## src/rtl/irq_redir_pkg.sv

```systemverilog
package irq_redir_pkg;

    // Register bus byte offsets
    localparam logic [7:0] OFS_SELECT = 8'h00;
    localparam logic [7:0] OFS_WINDOW = 8'h10;
    localparam logic [7:0] OFS_EOI    = 8'h40;

    // Select-register indices
    localparam logic [7:0] IDX_VERSION    = 8'h01;
    localparam logic [7:0] IDX_ENTRY_BASE = 8'h10;

    // Stored fields of a pin's low word
    typedef struct packed {
        logic [7:0] vector;
        logic [2:0] dmode;
        logic       pol_low;
        logic       trig_level;
        logic       masked;
    } rte_low_t;

    typedef struct packed {
        logic [7:0]  vector;
        logic [15:0] dest;
        logic [2:0]  dmode;
    } irq_msg_t;

    localparam rte_low_t RTE_LOW_RESET = '{vector: 8'h00, dmode: 3'd0,
                                           pol_low: 1'b0, trig_level: 1'b0,
                                           masked: 1'b1};

    function automatic rte_low_t unpack_low(input logic [31:0] w);
        rte_low_t e;
        e.vector     = w[7:0];
        e.dmode      = w[10:8];
        e.pol_low    = w[13];
        e.trig_level = w[15];
        e.masked     = w[16];
        return e;
    endfunction

    function automatic logic [31:0] pack_low(input rte_low_t e);
        logic [31:0] w;
        w        = '0;
        w[7:0]   = e.vector;
        w[10:8]  = e.dmode;
        w[13]    = e.pol_low;
        w[15]    = e.trig_level;
        w[16]    = e.masked;
        return w;
    endfunction

endpackage

```

## src/rtl/irq_pin_slot.sv

```systemverilog
module irq_pin_slot
    import irq_redir_pkg::*;
#(
    parameter int SRCS = 2
) (
    input  logic            clk,
    input  logic            rst,
    input  logic [SRCS-1:0] src,
    input  logic            wr_low,
    input  logic            wr_high,
    input  logic [31:0]     wdata,
    input  logic            eoi_wr,
    input  logic [7:0]      eoi_vec,
    input  logic            take,
    output rte_low_t        low_q,
    output logic [15:0]     dest_q,
    output logic            req
);

    logic active;
    logic prev_active;
    logic rise;
    logic pend;
    logic in_service;
    logic eoi_hit;

    // Any source active, in the selected polarity
    assign active  = low_q.pol_low ? |(~src) : |src;
    assign rise    = active && !prev_active;
    assign eoi_hit = eoi_wr && (eoi_vec == low_q.vector);

    always_ff @(posedge clk) begin
        if (rst) begin
            low_q       <= RTE_LOW_RESET;
            dest_q      <= '0;
            prev_active <= 1'b0;
            pend        <= 1'b0;
            in_service  <= 1'b0;
        end else begin
            if (wr_low)  low_q  <= unpack_low(wdata);
            if (wr_high) dest_q <= wdata[31:16];
            prev_active <= active;

            // Edge capture: dropped while masked, never held for later
            if (low_q.masked || low_q.trig_level) pend <= 1'b0;
            else if (take)                        pend <= rise;
            else if (rise)                        pend <= 1'b1;

            // Level in-service: set at launch, cleared by a matching EOI
            if (!low_q.trig_level) in_service <= 1'b0;
            else if (take)         in_service <= 1'b1;
            else if (eoi_hit)      in_service <= 1'b0;
        end
    end

    assign req = !low_q.masked && (low_q.trig_level ? (active && !in_service) : pend);

    // the first cycle after reset finds the pin masked and idle
    p_reset_masked_r1: assert property (@(posedge clk) disable iff (rst)
        $past(rst) |-> (low_q.masked && !pend && !in_service));

    // an edge seen while masked leaves nothing pending
    p_masked_edge_dropped_r5: assert property (@(posedge clk) disable iff (rst)
        low_q.masked |=> !pend);

    // a delivered level pin stays in service until its EOI
    p_level_waits_eoi_r6: assert property (@(posedge clk) disable iff (rst)
        (in_service && low_q.trig_level && !eoi_hit) |=> in_service);

endmodule

```

## src/rtl/irq_lowest_pick.sv

```systemverilog
module irq_lowest_pick #(
    parameter int N  = 4,
    parameter int IW = (N > 1) ? $clog2(N) : 1
) (
    input  logic [N-1:0]  req,
    output logic [N-1:0]  grant,
    output logic [IW-1:0] idx,
    output logic          any
);

    always_comb begin
        grant = '0;
        idx   = '0;
        for (int i = N - 1; i >= 0; i--) begin
            if (req[i]) begin
                grant = '0;
                grant[i] = 1'b1;
                idx = IW'(i);
            end
        end
    end

    assign any = |req;

endmodule

```

## src/rtl/irq_redir_ctrl.sv

```systemverilog
module irq_redir_ctrl
    import irq_redir_pkg::*;
#(
    parameter int         NUM_PINS     = 4,
    parameter int         SRCS_PER_PIN = 2,
    parameter logic [7:0] VERSION      = 8'h21
) (
    input  logic                             clk,
    input  logic                             rst,
    input  logic                             reg_wr,
    input  logic                             reg_rd,
    input  logic [7:0]                       reg_addr,
    input  logic [31:0]                      reg_wdata,
    output logic [31:0]                      reg_rdata,
    input  logic [NUM_PINS*SRCS_PER_PIN-1:0] irq_in,
    output logic                             msg_valid,
    input  logic                             msg_ready,
    output logic [7:0]                       msg_vector,
    output logic [15:0]                      msg_dest,
    output logic [2:0]                       msg_dmode
);

    localparam int PW        = (NUM_PINS > 1) ? $clog2(NUM_PINS) : 1;
    localparam int IDX_LIMIT = int'(IDX_ENTRY_BASE) + 2 * NUM_PINS;
    localparam logic [31:0] VERSION_WORD = {8'h00, 8'(NUM_PINS - 1), 8'h00, VERSION};

    logic [7:0]          sel_q;
    logic                entry_hit;
    logic [PW-1:0]       sel_pin;
    logic                win_wr;
    logic                eoi_wr;
    logic [NUM_PINS-1:0] wr_low, wr_high, req, grant, take;
    logic [PW-1:0]       pick_idx;
    logic                pick_any;
    logic                load;
    logic [NUM_PINS-1:0] below_mask;
    rte_low_t            low_arr  [NUM_PINS];
    logic [15:0]         dest_arr [NUM_PINS];
    irq_msg_t            out_q;

    // ---------------- Indirect register access ----------------
    assign entry_hit = (sel_q >= IDX_ENTRY_BASE) && (int'(sel_q) < IDX_LIMIT);
    assign sel_pin   = PW'((sel_q - IDX_ENTRY_BASE) >> 1);
    assign win_wr    = reg_wr && (reg_addr == OFS_WINDOW) && entry_hit;
    assign eoi_wr    = reg_wr && (reg_addr == OFS_EOI);

    always_ff @(posedge clk) begin
        if (rst)                                   sel_q <= '0;
        else if (reg_wr && reg_addr == OFS_SELECT) sel_q <= reg_wdata[7:0];
    end

    always_comb begin
        reg_rdata = '0;
        if (reg_rd) begin
            if (reg_addr == OFS_SELECT) begin
                reg_rdata = {24'h0, sel_q};
            end else if (reg_addr == OFS_WINDOW) begin
                if (sel_q == IDX_VERSION)
                    reg_rdata = VERSION_WORD;
                else if (entry_hit)
                    reg_rdata = sel_q[0] ? {dest_arr[sel_pin], 16'h0}
                                         : pack_low(low_arr[sel_pin]);
            end
        end
    end

    // ---------------- Per-pin slots ----------------
    for (genvar g = 0; g < NUM_PINS; g++) begin : g_pin
        assign wr_low[g]  = win_wr && !sel_q[0] && (sel_pin == PW'(g));
        assign wr_high[g] = win_wr &&  sel_q[0] && (sel_pin == PW'(g));

        irq_pin_slot #(.SRCS(SRCS_PER_PIN)) u_slot (
            .clk     (clk),
            .rst     (rst),
            .src     (irq_in[g*SRCS_PER_PIN +: SRCS_PER_PIN]),
            .wr_low  (wr_low[g]),
            .wr_high (wr_high[g]),
            .wdata   (reg_wdata),
            .eoi_wr  (eoi_wr),
            .eoi_vec (reg_wdata[7:0]),
            .take    (take[g]),
            .low_q   (low_arr[g]),
            .dest_q  (dest_arr[g]),
            .req     (req[g])
        );
    end

    // ---------------- Arbitration and message output ----------------
    irq_lowest_pick #(.N(NUM_PINS), .IW(PW)) u_pick (
        .req   (req),
        .grant (grant),
        .idx   (pick_idx),
        .any   (pick_any)
    );

    assign load       = pick_any && (!msg_valid || msg_ready);
    assign take       = load ? grant : '0;
    assign below_mask = (NUM_PINS'(1) << pick_idx) - NUM_PINS'(1);

    always_ff @(posedge clk) begin
        if (rst) begin
            msg_valid <= 1'b0;
            out_q     <= '0;
        end else if (load) begin
            msg_valid    <= 1'b1;
            out_q.vector <= low_arr[pick_idx].vector;
            out_q.dest   <= dest_arr[pick_idx];
            out_q.dmode  <= low_arr[pick_idx].dmode;
        end else if (msg_ready) begin
            msg_valid <= 1'b0;
        end
    end

    assign msg_vector = out_q.vector;
    assign msg_dest   = out_q.dest;
    assign msg_dmode  = out_q.dmode;

    // no message in the first cycle after reset
    p_reset_idle_r1: assert property (@(posedge clk) disable iff (rst)
        $past(rst) |-> !msg_valid);

    // a launch never comes from a masked pin
    p_launch_unmasked_r4: assert property (@(posedge clk) disable iff (rst)
        load |-> !low_arr[pick_idx].masked);

    // a held message is stable
    p_hold_stable_r9: assert property (@(posedge clk) disable iff (rst)
        (msg_valid && !msg_ready) |=> (msg_valid && $stable(out_q)));

    // no lower-numbered pin is requesting when a pin launches
    p_lowest_first_r10: assert property (@(posedge clk) disable iff (rst)
        load |-> ((req & below_mask) == '0));

endmodule

```

## config.mk

```make
export PLATFORM = sky130hd
export DESIGN_NAME = irq_redir_ctrl
export DESIGN_NICKNAME = d
export VERILOG_FILES = /design/src/rtl/irq_redir_pkg.sv /design/src/rtl/irq_pin_slot.sv /design/src/rtl/irq_lowest_pick.sv /design/src/rtl/irq_redir_ctrl.sv
export SDC_FILE = /design/constraint.sdc
export NUM_CORES = 1
export LEC_CHECK = 0
export ABC_AREA = 1
export BUFFER_PORTS_ARGS = -buffer_cell sky130_fd_sc_hd__buf_4
export CAP_MARGIN = 20
export CORE_MARGIN = 2
export CORE_UTILIZATION = 58
export DETAILED_ROUTE_END_ITERATION = 7
export PLACE_DENSITY = 0.8
export SYNTH_ARGS = -nofsm -noshare
export SYNTH_HDL_FRONTEND = slang
export SYNTH_SLANG_ARGS = --single-unit
```

## constraint.sdc

```tcl
create_clock -name clk -period 1.8 [get_ports clk]
set_clock_uncertainty 0.05 [all_clocks]
set_input_delay 0 -clock clk [delete_from_list [all_inputs] [get_ports clk]]
set_output_delay 0 -clock clk [all_outputs]
set_load 0.01 [all_outputs]
```

==> out/results.txt, run 1 <==
Status -> aborted with a tool error
Fail Step -> 5_1_grt
First error -> [ERROR DPL-0038] Utilization greater than 100%, impossible to legalize
Starting Density -> 0.596
H-tree depth -> 4
Synth warn -> 0
Worst setup endpoint GRT -> reg_rdata[28]
Chip Width -> 126 µm
Most frequent cell after synthesis -> nand3_1
# port buffers -> 106
Post-DP HPWL -> 19200 µm
Place WS -> -0.213 ns
CTS Buf Count -> 17
Share of Yosys cell area claimed by the top area cell type -> 0.388
Die Y -> 126 µm
TritonCTS Sinks -> 168
Dominant synthesized flop cell -> dfxtp_1
Area contributors post-synth -> dfxtp_1 (39%), nand3_1 (10%), a21oi_1 (7.9%)
Largest net degree at the start of global routing -> 75
Synthesis-stage register bit count -> 168
Number of synthesized flops with an enable pin -> 0
Most instantiated cells after synthesis -> nand3_1 (181), inv_1 (172), dfxtp_1 (168)
CTS Buffer Depth -> 2
Final RePlAce weighted congestion -> 0.974
Syn_area_per_cell -> 6.85 µm²
Gate Count Post-Synth -> 1265
Sequential-to-total area share from yosys stat -> 0.388
Synth cell types -> 39
Async SR Flop Fraction -> 0
Synthesized cell area -> 8660 µm²
IO Pins -> 113
Worst endpoint type -> top-level output
Row cnt -> 44
Top cell type by total area after synthesis -> dfxtp_1
CTS root buffer -> clkbuf_16
[what timing repair did]
item,4_1_cts
cloned,11
buffers inserted,47
pin swaps,78
setup endpoints to repair,126
hold buffers,37
hold endpoints to repair,147
gates resized for setup,199
[stage by stage]
| stage | cells | util | instance area [µm²] | TNS, ns | hold slack (ns) |
|---|---|---|---|---|---|
| after floorplan | 1267 | - | 8670 | 0 | 0.0764 |
| after global placement | 1559 | 0.695 | 10100 | -3.22 | 0.231 |
| after detailed placement | 1559 | 0.695 | 10100 | -6.58 | 0.232 |
| after CTS | 1681 | 0.854 | 12400 | -2.69 | 0.0308 |
[kinds of logic after synthesis]
logic type / after synthesis / share of synthesized area
other cells: 1 / 0.000433
simple gates: 452 / 0.238
xor+xnor: 29 / 0.0293
buf+inv: 267 / 0.125
compound gates: 348 / 0.219
flops: 168 / 0.388
==> run 2: changes to the inputs <==
Settings changed: CORE_UTILIZATION 58 to 40, PLACE_DENSITY 0.8 to unset, PLACE_DENSITY_LB_ADDON set to 0.15.
==> run 2 against run 1 <==
- the flow now finishes, with violations (negative setup slack)
- synthesized area did not move
- synthesized cell count stayed put
==> out/results.txt, run 2 <==
Status -> complete, but fails checks
Failing checks -> negative setup slack
RSZ-0062 raised after global routing -> true
Largest net degree at the start of global routing -> 76
Number of synthesized flops with an enable pin -> 0 (unchanged)
Buf/Inv on CP -> 4
Final Cycle Share -> 1.14
Final worst slack -> -0.260 ns
Pwr Total -> 0.00822 W
Residual DRC -> 0
Synthesis-stage register bit count -> 168 (unchanged)
Fin Hold WS -> 0.0552 ns
CTS Buf Count -> 17 (unchanged)
Nets -> 1567
Startpoint types -> flip-flop
IO Pins -> 113 (unchanged)
H-tree depth -> 4 (unchanged)
Total grt overflow -> 0
Dominant synthesized flop cell -> dfxtp_1
Share of Yosys cell area claimed by the top area cell type -> 0.388 (unchanged)
PD cells -> 566 nW/µm²
Synthesized cell area -> 8660 µm² (unchanged)
Synth warn -> 0 (unchanged)
First-pass GRT wire length -> 51300 µm
Fmax -> 485 MHz
FF-to-FF End -> g_pin[1].u_slot.dest_q[0]
Worst Path Class, Setup -> reg -> out
# port buffers -> 106 (unchanged)
Die ar. -> 22800 µm²
Worst IR Drop VDD -> 0.567 mV
DRT antenna net count -> 0
Max Slew Vio Count -> 0
Syn_area_per_cell -> 6.85 µm² (unchanged)
Arrival time at the worst endpoint -> 2.01 ns
CTS tree -> built
Most instantiated cells after synthesis -> nand3_1 (181), inv_1 (172), dfxtp_1 (168)
Synth cell types -> 39 (unchanged)
Final wirelength -> 41900 µm
Crit path launch -> sel_q[2]
Hold Fails Final Rpt -> 0
Async SR Flop Fraction -> 0 (unchanged)
Die Y -> 151 µm (+20%)
Clock power share -> 0.481
Most frequent cell after synthesis -> nand3_1
Gate Count Post-Synth -> 1265 (unchanged)
Post-DP HPWL -> 20200 µm (+5.4%)
Crit path max-delay family -> buffers and inverters
Min-delay worst type -> in -> reg
Vias -> 10675
Ant. Diodes -> 0
Worst r2r src -> sel_q[6]
P_sw -> 0.00203 W
Most frequent cells in the layout -> inv_1 (155), dfxtp_1 (151), buf_4 (151), nand2_1 (117), a21oi_1 (107)
Top cell type by total area after synthesis -> dfxtp_1
Fill count -> 1567
Crit-path max FO -> 7
Pleak -> 5.72 nW
Worst-Margin Slew -> 0.574 ns
Core Footprint -> 21200 µm²
Max-slew headroom -> 0.618
R2R Setup Slk -> -0.19 ns
Worst reg2reg path depth -> 11
P&R area growth vs syn -> 67.6%
Per-cell routed wire length -> 23.3 µm
Sequential-to-total area share from yosys stat -> 0.388 (unchanged)
Crit-path max cell delay -> 0.38 ns
Final setup fails -> 148
TritonCTS Sinks -> 168 (unchanged)
Worst Path Required -> 1.75 ns
CP Capture Point -> reg_rdata[30]
Register share of total power -> 0.452
Internal power -> 0.00619 W
Final cell count without fillers -> 1802
Worst-path clk slew -> 0.07 ns
Fraction of layout cells with a size suffix above 1 -> 0.423
Initial DRT Pass Iterations -> 8
Cell mode on critical path -> buf_6
Inst Count DP -> 1636 (+4.9%)
Initial antenna violation count -> 0
Fin crit period -> 2.06 ns
Area contributors post-synth -> dfxtp_1 (39%), nand3_1 (10%), a21oi_1 (7.9%)
Chip Width -> 151 µm (+20%)
Worst path depth -> 7
Final RePlAce weighted congestion -> 0.869 (-11%)
Max reg flops -> 64
Worst setup EP type -> output port
Logic pwr share -> 0.066
Slowest-stage cell, CP -> dfxtp_4
Switching Fraction -> 0.247
DR iter-0 viols -> 1233
Total Routing Usage GR -> 0.297
Max-Cap Viols -> 0
Worst skew pair latency -> 0.45 ns
Vias in the first global route -> 9062
CTS Buffer Depth -> 2 (unchanged)
Row cnt -> 53 (+20%)
Most common cell after layout, fill and taps aside -> inv_1
Starting Density -> 0.409 (-0.186)
Place WS -> -0.0262 ns (+0.187 ns)
Worst-path cell chain -> buf_6, nor2_4, buf_6, buf_4, a22oi_1, a31oi_4, buf_6
Top reg by flops -> g_pin.u_slot.dest_q
Vias per cell -> 5.92
CTS root buffer -> clkbuf_16
-- run 2: logic make-up (layout without fill, tap and decap cells) --
family                    after synthesis  in the layout  synth area share
xor gates and xnor gates               29             29            0.0293
other                                   1              3          0.000433
AOI/OAI and AO/OA                     348            348             0.219
and+or+nand+nor                       452            452             0.238
buffers and inverters                 267            527             0.125
DFF                                   168            168             0.388
-- run 2: power by group through the flow --
| stage | Sequential, W | Combinational, W | Clock, W |
|---|---|---|---|
| 3_5_place_dp | 0.00381 | 0.000361 | 0 |
| 2_1_floorplan | 0.00381 | 0.000185 | 0 |
| 6_report | 0.00372 | 0.000544 | 0.00396 |
| 3_3_place_gp | 0.00381 | 0.000359 | 0 |
| 4_1_cts | 0.00372 | 0.000435 | 0.00392 |
| 5_1_grt | 0.00372 | 0.000580 | 0.00409 |
-- run 2: cell type report --
| class | instances | area [µm²] | area share |
|---|---|---|---|
| multi-input combinational | 832 | 5920 | 0.408 |
| inverter | 180 | 738 | 0.0509 |
| clock buffer | 19 | 443 | 0.0305 |
| timing repair buffer | 309 | 3440 | 0.237 |
| timing repair inverter | 6 | 62.6 | 0.00431 |
| tap | 275 | 344 | 0.0237 |
| sequential | 168 | 3390 | 0.234 |
| clock inverter | 13 | 170 | 0.0117 |
-- run 2: worst min-delay path by stage --
stage / from / endpoint / slack (ns) / cells after the start
3_3_place_gp: reg_wdata[15] / g_pin[0].u_slot.low_q[1] / 0.22 / 3
4_1_cts: rst / g_pin[2].u_slot.dest_q[14] / 0.03 / 5
6_report: irq_in[7] / g_pin[3].u_slot.prev_active / 0.06 / 6
5_1_grt: irq_in[7] / g_pin[3].u_slot.prev_active / 0.08 / 6
2_1_floorplan: reg_wdata[16] / g_pin[0].u_slot.low_q[0] / 0.08 / 2
3_5_place_dp: reg_wdata[15] / g_pin[0].u_slot.low_q[1] / 0.23 / 3
-- run 2: per-layer routing --
| layer | vias to the layer above | part of all wire | routed length, µm | global-route usage |
|---|---|---|---|---|
| met5 | - | 0 | 0 | 0 |
| met4 | 0 | 0.055 | 2320 | 0.122 |
| met3 | 209 | 0.12 | 5110 | 0.0551 |
| met2 | 739 | 0.44 | 18400 | 0.455 |
| met1 | 5019 | 0.38 | 16000 | 0.413 |
| li1 | 4708 | - | - | - |
-- run 2: tightest hold or removal path, stage by stage --
cell	delay, ns
buf_4	0.09
nand3_1	0.08
nand2_2	0.12
buf_4	0.11
buf_4	0.09
nor2_1	0.03
-- run 2: per-stage QoR --
stage               setup TNS [ns]  utilization  instance area (µm²)
floorplan                        0            -                 8670
global placement            -0.119        0.482                10200
detailed placement          -0.126        0.482                10200
CTS                          -4.62        0.585                12400
global route                -23.28        0.686                14500
finish                      -14.71        0.686                14500
-- run 2: repair_timing --
item,4_1_cts,5_1_grt
cloned,8,27
hold endpoints to repair,132,0
resized for setup,156,417
pin swaps,31,93
buffers inserted,41,27
hold buffers,37,0
setup endpoints to repair,90,170
No activity file was read; power rests on OpenSTA's default activity.
==> run 3: changes to the inputs <==
Settings changed: GPL_ROUTABILITY_DRIVEN set to 0.
Clock period 1.8 ns to 2.3 ns, I/O delays scaled along.
==> run 3 against run 2 <==
- final cell count shrank 7.6%
- the flow now finishes without violations
- sequential share of layout area grew 7.8 points
- global-route usage shrank 3.6 points
- clock power shrank 28%
- power shrank 26%
- critical endpoint is now reg_rdata[16]
- flip-flop and latch count is the same
- register-to-register slack gained 0.42 ns
==> out/results.txt, run 3 (synthesized netlist as in run 2, its figures left out) <==
Worst reg2reg path depth -> 10 (-1)
Row cnt -> 53 (unchanged)
Min-delay src -> irq_in[4]
Logic pwr share -> 0.055 (-0.011)
DR iter-0 viols -> 791 (-36%)
Most common cell after layout, fill and taps aside -> nand3_1
Vias in the first global route -> 8064 (-11%)
Hold Path End -> g_pin[2].u_slot.pend
Final cell count without fillers -> 1665 (-7.6%)
Residual DRC -> 0 (unchanged)
CTS Buffer Depth -> 2 (unchanged)
Slowest-stage cell, CP -> dfxtp_1
Crit-path max FO -> 8 (+1)
Ant. Diodes -> 0 (unchanged)
Register share of total power -> 0.477 (+0.025)
Min-delay worst type -> in -> reg
CTS Buf Count -> 17 (unchanged)
Starting Density -> 0.409 (unchanged)
Per-cell routed wire length -> 17.7 µm (-24%)
Startpoint types -> flip-flop
Worst IR Drop VDD -> 0.493 mV (-13%)
Crit path max-delay family -> buffers and inverters
Internal power -> 0.00475 W (-23%)
Switching Fraction -> 0.223 (-0.0236)
Die Y -> 151 µm (unchanged)
# port buffers -> 106 (unchanged)
Nets -> 1430 (-8.7%)
Post-DP HPWL -> 19300 µm (-4.4%)
Worst Path Required -> 2.25 ns (+0.50 ns)
Status -> complete, no violations
Die ar. -> 22800 µm² (unchanged)
Vias -> 8834 (-17%)
Total grt overflow -> 0 (unchanged)
Max reg flops -> 64 (unchanged)
Hold depth -> 6 (unchanged)
CTS tree -> built
CTS root buffer -> clkbuf_16
P&R area growth vs syn -> 24.6%
Setup Buffers After CTS -> 0 (-100%)
P_sw -> 0.00136 W (-33%)
R2R Setup Slk -> 0.23 ns (+0.42 ns)
PD cells -> 567 nW/µm² (about the same)
Final Util -> 0.510 (-0.176)
Max-slew headroom -> 0.518 (-0.0995)
Fraction of layout cells with a size suffix above 1 -> 0.148 (-0.275)
Worst Path Class, Setup -> reg -> out
Worst path depth -> 10 (+3)
Max Slew Vio Count -> 0 (unchanged)
Worst setup EP type -> output port
Worst r2r src -> g_pin[1].u_slot.low_q[2]
Arrival time at the worst endpoint -> 2.20 ns (+0.19 ns)
IO Pins -> 113 (unchanged)
Initial antenna violation count -> 0 (unchanged)
Crit-path max cell delay -> 0.36 ns (-0.02 ns)
Pleak -> 4.27 nW (-25%)
Core Footprint -> 21200 µm² (unchanged)
Fmax -> 445 MHz
Top reg by flops -> g_pin.u_slot.dest_q
Final setup fails -> 0 (-100%)
Worst-Margin Slew -> 0.717 ns (+0.144 ns)
Final wirelength -> 29400 µm (-30%)
Worst-path cell chain -> inv_1, nand2_1, buf_4, o22ai_1, a221oi_2, nand2_1, nand3_1, nand2_1, inv_1, buf_4
Clock power share -> 0.469 (-0.012)
Total Routing Usage GR -> 0.262 (-0.0356)
Fin crit period -> 2.25 ns
Buf/Inv on CP -> 4 (unchanged)
Pwr Total -> 0.00612 W (-26%)
Max-Cap Viols -> 0 (unchanged)
Most frequent cells in the layout -> nand3_1 (180), inv_1 (171), dfxtp_1 (168), a21oi_1 (137), nand2_1 (136)
Final Cycle Share -> 0.978
Chip Width -> 151 µm (unchanged)
Cell mode on critical path -> nand2_1
Hold Fails Final Rpt -> 0 (unchanged)
Initial DRT Pass Iterations -> 6 (-2)
Inst Count DP -> 1595 (-2.5%)
Worst-path clk slew -> 0.06 ns (about the same)
H-tree depth -> 4 (unchanged)
Worst skew pair latency -> 0.44 ns (about the same)
DRT antenna net count -> 0 (unchanged)
Largest net degree at the start of global routing -> 46 (-39%)
Vias per cell -> 5.31 (-10%)
FF-to-FF End -> msg_vector[6]
First-pass GRT wire length -> 45500 µm (-11%)
TritonCTS Sinks -> 168 (unchanged)
==> run 3: area by class of cell <==
cell class	instances	area, µm²
flip-flops and latches	168	3360
multi-input cells	832	4270
inverters	180	676
well taps	275	344
clock inverters	7	92.6
fillers	2149	10400
clock buffers	25	485
repair buffers	178	1560
==> run 3: worst register-to-register path, delay by kind of cell (launching register included) <==
kind,cells,cell delay [ns]
flops,1,0.35
buf+inv,3,0.41
simple gates,5,0.69
compound gates,2,0.49
==> run 3: worst max path at each step <==
| stage | startpoint | endpoint | slack, ns |
|---|---|---|---|
| after floorplan | g_pin[0].u_slot.low_q[1] | msg_dest[0] | 0.66 |
| final | sel_q[2] | reg_rdata[16] | 0.05 |
| after CTS | sel_q[6] | reg_rdata[30] | 0.004 |
| after global placement | g_pin[1].u_slot.low_q[2] | msg_vector[6] | 0.31 |
| after global routing | sel_q[1] | reg_rdata[17] | -0.02 |
| after detailed placement | g_pin[1].u_slot.low_q[2] | msg_vector[6] | 0.29 |
==> run 3: per-stage QoR <==
step,area [µm²],hold slack (ns),setup WS (ns),TNS (ns)
2_1_floorplan,8670,0.0764,0.658,0
3_3_place_gp,9790,0.226,0.313,0
3_5_place_dp,9790,0.234,0.287,0
4_1_cts,10800,0.0111,0.00444,0
5_1_grt,10800,0.0306,-0.0200,-0.0401
6_report,10800,0.0218,0.0512,0
==> run 3: routing by layer <==
layer  routed length (µm)  GRT usage  up-vias
li1                     -          -     4419
met1                14200      0.381     4085
met2                13100      0.402      288
met3                 1690     0.0464       42
met4                  446     0.0636        0
met5                    0          0        -
==> run 3: timing repair <==
action	in CTS	in global routing
hold buffers	38	0
pin swaps	0	0
gates resized for setup	2	6
endpoints found under the setup margin	3	16
hold endpoints to repair	133	0
==> run 3: power by group through the flow <==
stage / clock network (W) / logic [W] / registers (W)
after global routing: 0.00304 / 0.000369 / 0.00291
final: 0.00287 / 0.000335 / 0.00292
after detailed placement: 0 / 0.000279 / 0.00298
after CTS: 0.00290 / 0.000331 / 0.00291
after global placement: 0 / 0.000277 / 0.00298
after floorplan: 0 / 0.000145 / 0.00298
==> run 4: changes to the inputs <==
Settings changed: CORE_UTILIZATION 40 to 45.
==> run 4 against run 3 <==
- flip-flop and latch count unchanged
- routed wire length down 2.8%
- non-clock buffer count down 1
- final cell count is 2.5% lower
- sequential power barely moved
- hold slack gained 0.00062 ns
- power rose by 2.0%
==> out/results.txt, run 4 (synthesized netlist as in run 2, its figures left out) <==
Status -> complete, no violations
H-tree depth -> 4 (unchanged)
TritonCTS Sinks -> 168 (unchanged)
DRT antenna net count -> 0 (unchanged)
# port buffers -> 106 (unchanged)
Worst IR Drop VDD -> 0.503 mV (+2.0%)
Top reg by flops -> g_pin.u_slot.dest_q
Initial DRT Pass Iterations -> 5 (-1)
CTS Buf Count -> 17 (unchanged)
Startpoint types -> flip-flop
R2R Setup Slk -> 0.22 ns (about the same)
Worst Path Class, Setup -> reg -> out
Vias in the first global route -> 8076 (+0.15%)
Worst Path Required -> 2.25 ns (about the same)
Hold Fails Final Rpt -> 0 (unchanged)
Nets -> 1429 (-0.070%)
Per-cell routed wire length -> 17.6 µm (-0.31%)
Worst-Margin Slew -> 0.724 ns (+0.00627 ns)
Most frequent cells in the layout -> nand3_1 (180), inv_1 (170), dfxtp_1 (167), a21oi_1 (137), nand2_1 (135)
CTS Buffer Depth -> 2 (unchanged)
Die Y -> 143 µm (-5.6%)
Fin crit period -> 2.18 ns (-0.0706 ns)
Largest net degree at the start of global routing -> 55 (+20%)
Row cnt -> 50 (-5.7%)
Max reg flops -> 64 (unchanged)
Pwr Total -> 0.00624 W (+2.0%)
Fmax -> 459 MHz (+3.2%)
Most common cell after layout, fill and taps aside -> nand3_1
Worst-path clk slew -> 0.07 ns (about the same)
Starting Density -> 0.461 (+0.0520)
Arrival time at the worst endpoint -> 2.13 ns (-0.07 ns)
Die ar. -> 20400 µm² (-11%)
P&R area growth vs syn -> 24.1%
CTS tree -> built
Vias -> 8871 (+0.42%)
Total Routing Usage GR -> 0.281 (+0.0198)
CTS root buffer -> clkbuf_16
Chip Width -> 143 µm (-5.6%)
Min-delay worst type -> in -> reg
DR iter-0 viols -> 765 (-3.3%)
Fraction of layout cells with a size suffix above 1 -> 0.151 (+0.00299)
Final setup fails -> 0 (unchanged)
Max-slew headroom -> 0.514 (-0.00421)
First-pass GRT wire length -> 44300 µm (-2.5%)
Max-Cap Viols -> 0 (unchanged)
Worst setup EP type -> output port
Total grt overflow -> 0 (unchanged)
Post-DP HPWL -> 18700 µm (-3.4%)
Final Cycle Share -> 0.947 (-0.0307)
Final instance area -> 10800 µm² (-0.37%)
Residual DRC -> 0 (unchanged)
Ant. Diodes -> 0 (unchanged)
Placed cell area -> 9690 µm² (-1.0%)
Final wirelength -> 28600 µm (-2.8%)
Core Footprint -> 18800 µm² (-11%)
IO Pins -> 113 (unchanged)
Crit-path max FO -> 10 (+2)
Initial antenna violation count -> 0 (unchanged)
Max Slew Vio Count -> 0 (unchanged)
Vias per cell -> 5.47 (+3.0%)
Worst skew pair latency -> 0.43 ns (about the same)
Pleak -> 4.27 nW (+0.12%)
PD cells -> 581 nW/µm² (+2.4%)
## run 4: report_power, final
group,total (W),internal (W),switching [W]
registers,0.00291,0.00291,0.00000169
logic,0.000328,0.000152,0.000176
clock network,0.00300,0.00174,0.00126
total,0.00624,0.00481,0.00143
## run 4: worst paths after layout
path         cells past startpoint                     start                   end
max reg2reg                     11  g_pin[0].u_slot.low_q[1]          msg_dest[15]
min reg2reg                      1  g_pin[1].u_slot.low_q[0]  g_pin[1].u_slot.pend
min                              6                 irq_in[5]  g_pin[2].u_slot.pend
max                              9                  sel_q[2]         reg_rdata[16]
## run 4: worst max-delay path, stage by stage, from the launching register on
cell and delay [ns]:
dfxtp_1 0.35, nand2_1 0.17, buf_4 0.24, o22ai_1 0.09
a221oi_1 0.40, nand2_1 0.10, nand3_1 0.10, nand2_1 0.06
inv_1 0.06, buf_4 0.11
## run 4: layout make-up
cell class,count,area [µm²]
clock buffers,18,439
fillers,1870,8020
clock inverters,14,171
repair buffers,177,1530
well taps,234,293
inverters,180,676
flip-flops and latches,168,3360
multi-input cells,832,4270
## run 4: per-layer routing
layer	vias up	global-route usage	wire length, µm	share of wire
met3	42	0.0520	2190	0.077
met1	4076	0.399	13200	0.46
met2	339	0.438	12700	0.44
met5	-	0	0	0
met4	0	0.0808	521	0.018
li1	4414	-	-	-
## run 4: timing repair
action | in CTS | in global routing
setup buffers | 0 | 1
gates resized for setup | 2 | 12
pin swaps | 0 | 2
endpoints found under the setup margin | 3 | 21
hold buffers | 39 | 0
endpoints found under the hold margin | 133 | 0
## run 4: stage by stage
step	instances	TNS, ns	utilization	hold WS, ns	setup WS (ns)
after global routing	1623	-0.0102	0.573	0.0554	-0.00531
after global placement	1551	0	0.516	0.237	0.307
after CTS	1622	0	0.570	0.00880	0.0244
after floorplan	1267	0	-	0.0764	0.658
after detailed placement	1551	0	0.516	0.237	0.298
final	1623	0	0.573	0.0224	0.122
